==> src/rtl/qrs_pkg.sv <==
package qrs_pkg;
  localparam int LP_SHIFT   = 2;
  localparam int HP_SHIFT   = 5;
  localparam int SLOPE_SH   = 3;
  localparam int PIPE_DEPTH = 5;

  function automatic int win_log2(input int rate_hz);
    if (rate_hz >= 1000) return 7;
    return 5;
  endfunction
endpackage

==> src/rtl/qrs_bandpass.sv <==
module qrs_bandpass #(
  parameter int DATA_W = 16,
  parameter int LP_SH  = qrs_pkg::LP_SHIFT,
  parameter int HP_SH  = qrs_pkg::HP_SHIFT
) (
  input  logic                     clk,
  input  logic                     rst,
  input  logic                     in_v,
  input  logic signed [DATA_W-1:0] in_x,
  output logic                     out_v,
  output logic signed [DATA_W-1:0] out_y
);
  localparam int AW = DATA_W + 2;
  localparam logic signed [AW-1:0] POS_LIM = {3'b000, {(DATA_W-1){1'b1}}};
  localparam logic signed [AW-1:0] NEG_LIM = {3'b111, {(DATA_W-1){1'b0}}};

  logic signed [AW-1:0] lp_q, base_q, x_ext, lp_next, hp_raw, base_next;
  logic signed [DATA_W-1:0] y_next;
  logic lp_v_q;

  always_comb begin
    x_ext     = {{2{in_x[DATA_W-1]}}, in_x};
    lp_next   = lp_q + ((x_ext - lp_q) >>> LP_SH);
    hp_raw    = lp_q - base_q;
    base_next = base_q + (hp_raw >>> HP_SH);
    if (hp_raw > POS_LIM)      y_next = POS_LIM[DATA_W-1:0];
    else if (hp_raw < NEG_LIM) y_next = NEG_LIM[DATA_W-1:0];
    else                       y_next = hp_raw[DATA_W-1:0];
  end

  always_ff @(posedge clk) begin
    if (rst) begin
      lp_q   <= '0;
      base_q <= '0;
      lp_v_q <= 1'b0;
      out_v  <= 1'b0;
      out_y  <= '0;
    end else begin
      lp_v_q <= in_v;
      out_v  <= lp_v_q;
      if (in_v) lp_q <= lp_next;
      if (lp_v_q) begin
        base_q <= base_next;
        out_y  <= y_next;
      end
    end
  end
endmodule

==> src/rtl/qrs_slope.sv <==
module qrs_slope #(
  parameter int DATA_W = 16,
  parameter int SH     = qrs_pkg::SLOPE_SH
) (
  input  logic                     clk,
  input  logic                     rst,
  input  logic                     in_v,
  input  logic signed [DATA_W-1:0] in_y,
  output logic                     out_v,
  output logic signed [DATA_W-1:0] out_d
);
  localparam int TAPS = 4;
  localparam int SW   = DATA_W + 3;

  logic signed [DATA_W-1:0] hist_q [TAPS];
  logic signed [SW-1:0] acc, scaled;

  always_comb begin
    acc = (SW'(in_y) <<< 1) + SW'(hist_q[0]) - SW'(hist_q[2]) - (SW'(hist_q[3]) <<< 1);
    scaled = acc >>> SH;
  end

  always_ff @(posedge clk) begin
    if (rst) begin
      for (int k = 0; k < TAPS; k++) hist_q[k] <= '0;
      out_v <= 1'b0;
      out_d <= '0;
    end else begin
      out_v <= in_v;
      if (in_v) begin
        hist_q[0] <= in_y;
        for (int k = 1; k < TAPS; k++) hist_q[k] <= hist_q[k-1];
        out_d <= scaled[DATA_W-1:0];
      end
    end
  end
endmodule

==> src/rtl/qrs_square.sv <==
module qrs_square #(
  parameter int IN_W  = 16,
  parameter int OUT_W = 32
) (
  input  logic                   clk,
  input  logic                   rst,
  input  logic                   in_v,
  input  logic signed [IN_W-1:0] in_d,
  output logic                   out_v,
  output logic [OUT_W-1:0]       out_sq
);
  localparam int PW = 2 * IN_W;

  logic signed [PW-1:0] prod;
  logic [OUT_W-1:0] sq_next;

  assign prod = in_d * in_d;

  generate
    if (PW > OUT_W) begin : g_sat
      always_comb begin
        if ($unsigned(prod) > PW'({OUT_W{1'b1}})) sq_next = {OUT_W{1'b1}};
        else                                      sq_next = prod[OUT_W-1:0];
      end
    end else begin : g_fit
      always_comb sq_next = OUT_W'($unsigned(prod));
    end
  endgenerate

  always_ff @(posedge clk) begin
    if (rst) begin
      out_v  <= 1'b0;
      out_sq <= '0;
    end else begin
      out_v <= in_v;
      if (in_v) out_sq <= sq_next;
    end
  end
endmodule

==> src/rtl/qrs_window_avg.sv <==
module qrs_window_avg #(
  parameter int IN_W  = 32,
  parameter int LOG2N = 5
) (
  input  logic            clk,
  input  logic            rst,
  input  logic            in_v,
  input  logic [IN_W-1:0] in_e,
  output logic            out_v,
  output logic [IN_W-1:0] out_avg
);
  localparam int N  = 1 << LOG2N;
  localparam int SW = IN_W + LOG2N;

  logic [IN_W-1:0]  ring_mem [N];
  logic [IN_W-1:0]  leave_q, leave_eff;
  logic [LOG2N-1:0] wr_ptr, rd_addr;
  logic             full_q;
  logic [SW-1:0]    sum_q, sum_next;

  // Read one slot ahead when writing, so leave_q always holds the slot wr_ptr points at.
  assign rd_addr = in_v ? wr_ptr + LOG2N'(1) : wr_ptr;

  always_ff @(posedge clk) begin
    if (in_v) ring_mem[wr_ptr] <= in_e;
    leave_q <= ring_mem[rd_addr];
  end

  always_comb begin
    leave_eff = full_q ? leave_q : '0;
    sum_next  = sum_q + SW'(in_e) - SW'(leave_eff);
  end

  always_ff @(posedge clk) begin
    if (rst) begin
      wr_ptr  <= '0;
      full_q  <= 1'b0;
      sum_q   <= '0;
      out_v   <= 1'b0;
      out_avg <= '0;
    end else begin
      out_v <= in_v;
      if (in_v) begin
        wr_ptr  <= wr_ptr + LOG2N'(1);
        if (wr_ptr == LOG2N'(N - 1)) full_q <= 1'b1;
        sum_q   <= sum_next;
        out_avg <= sum_next[SW-1:LOG2N];
      end
    end
  end
endmodule

==> src/rtl/qrs_energy_pipe.sv <==
module qrs_energy_pipe #(
  parameter int DATA_W  = 16,
  parameter int OUT_W   = 32,
  parameter int RATE_HZ = 250
) (
  input  logic                     clk,
  input  logic                     rst,
  input  logic                     in_valid,
  input  logic signed [DATA_W-1:0] in_sample,
  output logic                     out_valid,
  output logic [OUT_W-1:0]         out_energy
);
  localparam int WIN_LOG2 = qrs_pkg::win_log2(RATE_HZ);

  logic                     bp_v, sl_v, sq_v;
  logic signed [DATA_W-1:0] bp_y, sl_d;
  logic [OUT_W-1:0]         sq_d;

  qrs_bandpass #(.DATA_W(DATA_W)) u_bp (
    .clk(clk), .rst(rst), .in_v(in_valid), .in_x(in_sample),
    .out_v(bp_v), .out_y(bp_y)
  );

  qrs_slope #(.DATA_W(DATA_W)) u_sl (
    .clk(clk), .rst(rst), .in_v(bp_v), .in_y(bp_y),
    .out_v(sl_v), .out_d(sl_d)
  );

  qrs_square #(.IN_W(DATA_W), .OUT_W(OUT_W)) u_sq (
    .clk(clk), .rst(rst), .in_v(sl_v), .in_d(sl_d),
    .out_v(sq_v), .out_sq(sq_d)
  );

  qrs_window_avg #(.IN_W(OUT_W), .LOG2N(WIN_LOG2)) u_win (
    .clk(clk), .rst(rst), .in_v(sq_v), .in_e(sq_d),
    .out_v(out_valid), .out_avg(out_energy)
  );
endmodule

==> config.mk <==
export PLATFORM = sky130hd
export DESIGN_NAME = qrs_energy_pipe
export DESIGN_NICKNAME = d
export VERILOG_FILES = /design/src/rtl/qrs_pkg.sv /design/src/rtl/qrs_bandpass.sv /design/src/rtl/qrs_slope.sv /design/src/rtl/qrs_square.sv /design/src/rtl/qrs_window_avg.sv /design/src/rtl/qrs_energy_pipe.sv
export SDC_FILE = /design/constraint.sdc
export NUM_CORES = 2
export LEC_CHECK = 0
export ABC_AREA = 1
export BUFFER_PORTS_ARGS = -buffer_cell sky130_fd_sc_hd__buf_2
export CORE_MARGIN = 4
export CORE_UTILIZATION = 30
export DETAILED_ROUTE_END_ITERATION = 8
export SETUP_SLACK_MARGIN = 0.4
export SLEW_MARGIN = 15
export SYNTH_ARGS = -nofsm -noshare
export SYNTH_HDL_FRONTEND = slang
export SYNTH_HIERARCHICAL = 1
export SYNTH_SLANG_ARGS = --single-unit
==> constraint.sdc <==
create_clock -name clk -period 15.6 [get_ports clk]
set_input_delay 0 -clock clk [delete_from_list [all_inputs] [get_ports clk]]
set_output_delay 0 -clock clk [all_outputs]
set_load 0.01 [all_outputs]
==> results.toml <==
[setup_path]
critPathKind = "reg -> reg"
crit_chain = "nand2_1, inv_1, fa_1, fa_1, inv_1, fa_1, inv_1, fa_1, inv_1, fa_1, fa_1, inv_1, ha_1, nand2_1, nor2_1, nand2_1, nor3_2, nand2_1, nand3_1, nand2_1, nor2_1, nor2_1"
cp.required_ps = 16200
cp_slowest_cell = "dfxtp_1"
path_depth = 22
cp_max_fo = 25
arrival_ps = 7290
crit_top_cell = "fa_1"
cp-end-kind = "flip-flop"
critPathBufInv = 5
crit_family = "adder cells"
rrSetupSlack_ps = 8910
cp-start-kind = "flip-flop"
r2r_cells = 22
critPathMaxStageDelay_ps = 910

[global_routing]
grt_pass1_vias = 47350
grt_pass1_wl_um = 277700
antenna_found_initial = 4
grt_max_degree = 246
overflow = 0
grtUsageTotal_pct = 14.82

[synth]
synth_top_area_share_pct = 47.31
synth_area_leaders = "edfxtp_1 47%, fa_1 8.7%, inv_1 6.0%"
synth_warnings = 6
ys_top_cells_by_count = "1113 x inv_1, 1088 x edfxtp_1, 1065 x nand2_1"
synth_most_common_cell = "inv_1"
postSynthCellCount = 7096
synth_flop_cell = "edfxtp_1"
synth_area_mm2 = 0.06905
ys_seq_area_share_pct = 52.50
ys_ff_latch = 1267
synth_edf_count = 1088
yosysTopAreaCell = "edfxtp_1"
synth_fp_nets = 7633
synth_area_per_cell_um2 = 9.732
synthDistinctLibCells = 55
async_flop_share_pct = 0

[timing]
setup_violations = 0
finalClockSkew_ps = 74.29
max_clock_freq_ghz = 0.1495
hold_viol = 0
slew_headroom_pct = 26.50
worst_slack_ps = 8911
min_period_over_period_pct = 42.88
fin_crit_ps = 6689
rsz0062_at_grt = "false"
final_max_slew_viol_count = 0
tightest_slew_ps = 1103
fin_tns_setup_ps = 0

[pwr]
power.density_mw_per_mm2 = 130.5
peakVddDrop_mv = 0.1286
p_leak_nw = 31.77
finalPower_w = 0.01006

[routing]
wl_per_cell_um = 17.57
vias = 48330
firstDrtPassIters = 6
drc_errors = 0
viasPerCell = 4.749
drt_wl_total_um = 178800
drt_iter0_markers = 4317
ant_nets = 0

[floorplan]
coreArea_mm2 = 0.2282
row_count = 175
start_util_pct = 30.27
dieWidth_um = 487.8
die_area_mm2 = 0.2379
io_pins = 52
die_h_um = 487.8

[layout]
drive_gt1_share_pct = 6.991
nets = 7591
area_growth_syn_to_layout_pct = 11.57

[hold_path]
hold_depth = 8
hp-class = "in -> reg"

[clocking]
cts_resized = 0
cts.clk_slew.worst_paths_ps = 70
cts_tree = "done"
clk_path_buf_depth = 3
clk_latency_ps = 770
cts_sinks = 1267
cts_hold_buf = 4
cts-buffers-inserted = 137
root_buffer = "clkbuf_16"
cts_max_level = 4
postCtsSetupRepairBufs = 0

[flow_run]
cap_violations = 0

[placed_design]
dpl_worst_slack_ps = 8944
portBuffers = 51
gp_congestion = 0.8425
hpwl_um = 110800

[run_status]
status = "complete, no violations"
[through the flow]
step	hold slack [ps]	cells	cell area (um^2)	util, %
global placement	377.1	9920	72420	31.74
finish	82.63	10180	77050	33.77
CTS	25.06	10180	77040	33.77
detailed placement	390.9	9920	72420	31.74
global route	168.5	10180	77050	33.77
floorplan	83.92	7096	69060	-
[placed cells by master (no fill, tap or decap), types with 9 or more instances in the layout]
cell / netlist / routed
dfxtp_1: 179 / 177
edfxtp_1: 1088 / 1088
o21ai_1: 56 / 55
nor3_1: 23 / 23
o21ai_0: 583 / 583
nand2_1: 1065 / 1064
clkbuf_8: 0 / 9
buf_4: 57 / 96
inv_2: 14 / 13
nor2_1: 1049 / 1017
inv_1: 1113 / 1111
a21oi_1: 232 / 232
nand2_2: 41 / 41
a21o_1: 10 / 10
o211ai_1: 263 / 263
xnor2_1: 30 / 30
ha_1: 217 / 217
fa_1: 301 / 301
nand4_1: 21 / 21
clkinv_1: 1 / 15
bufinv_16: 0 / 10
clkbuf_1: 133 / 37
buf_2: 126 / 50
nand3_1: 298 / 298
clkinv_2: 0 / 18
xor2_1: 68 / 67
nor2_4: 2 / 34
o21bai_1: 19 / 19
nor2_2: 13 / 13
clkbuf_16: 0 / 140
a21oi_2: 16 / 16
[metal layers]
metal	global-route usage [%]	wire [um]	vias up
li1	-	-	23170
met3	2.248	11430	202
met1	20.47	79740	23590
met5	0	13	-
met4	3.031	2712	2
met2	24.72	84870	1361
[logic make-up after synthesis]
kind of cell	Yosys count	synth area share [%]
flip-flops	1267	52.50
buffers and inverters	1463	8.646
AO/OA/AOI/OAI	1201	9.960
AND/OR/NAND/NOR	2548	14.99
other	1	0.005430
XOR/XNOR	98	1.243
adder cells (fa/ha/maj)	518	12.66
[worst min-delay path, cell delays in order]
cell	delay, ps
buf_2	80
ha_1	160
a21o_1	120
xnor2_1	70
inv_1	50
ha_1	100
o21ai_0	80
a21oi_1	130
[layout make-up]
cell class / count / area, um^2
clock inverters: 65 / 815.8
diodes: 1 / 2.502
fillers: 22990 / 151100
repair buffers: 153 / 1071
well taps: 3009 / 3765
multi-input cells: 4366 / 27120
inverters: 1129 / 4252
flip-flops and latches: 1267 / 36260
clock buffers: 186 / 3766
[sequential cells by signal, summed over array words and instances, names as in the netlist]
register / count
u_win/out_avg: 32
u_bp/base_q: 18
u_bp/lp_v_q: 1
u_win/ring_mem: 1024
u_sq/out_sq: 31
u_sq/out_v: 1
u_bp/out_v: 1
u_sl/out_v: 1
u_win/sum_q: 5
u_sl/hist_q: 64
u_sl/out_d: 16
u_win/leave_q: 32
u_win/full_q: 1
u_win/wr_ptr: 5
u_win/out_v: 1
u_bp/lp_q: 18
u_bp/out_y: 16
[final timing paths]
check | startpoint | to
worst min register to register | u_win/sum_q[0] | u_win/sum_q[0]
worst min-delay path | in_sample[1] | u_bp/lp_q[0]
worst max register to register | u_sl/out_d[15] | u_sq/out_sq[30]
worst max-delay path | u_sl/out_d[15] | u_sq/out_sq[30]
[power breakdown]
part	switching, W	internal [W]	total (W)
Combinational	0.00194	0.00101	0.00295
Sequential	0.0000858	0.00373	0.00382
Clock	0.00140	0.00189	0.00329
Note: power is estimated with default switching activity, not from simulation.
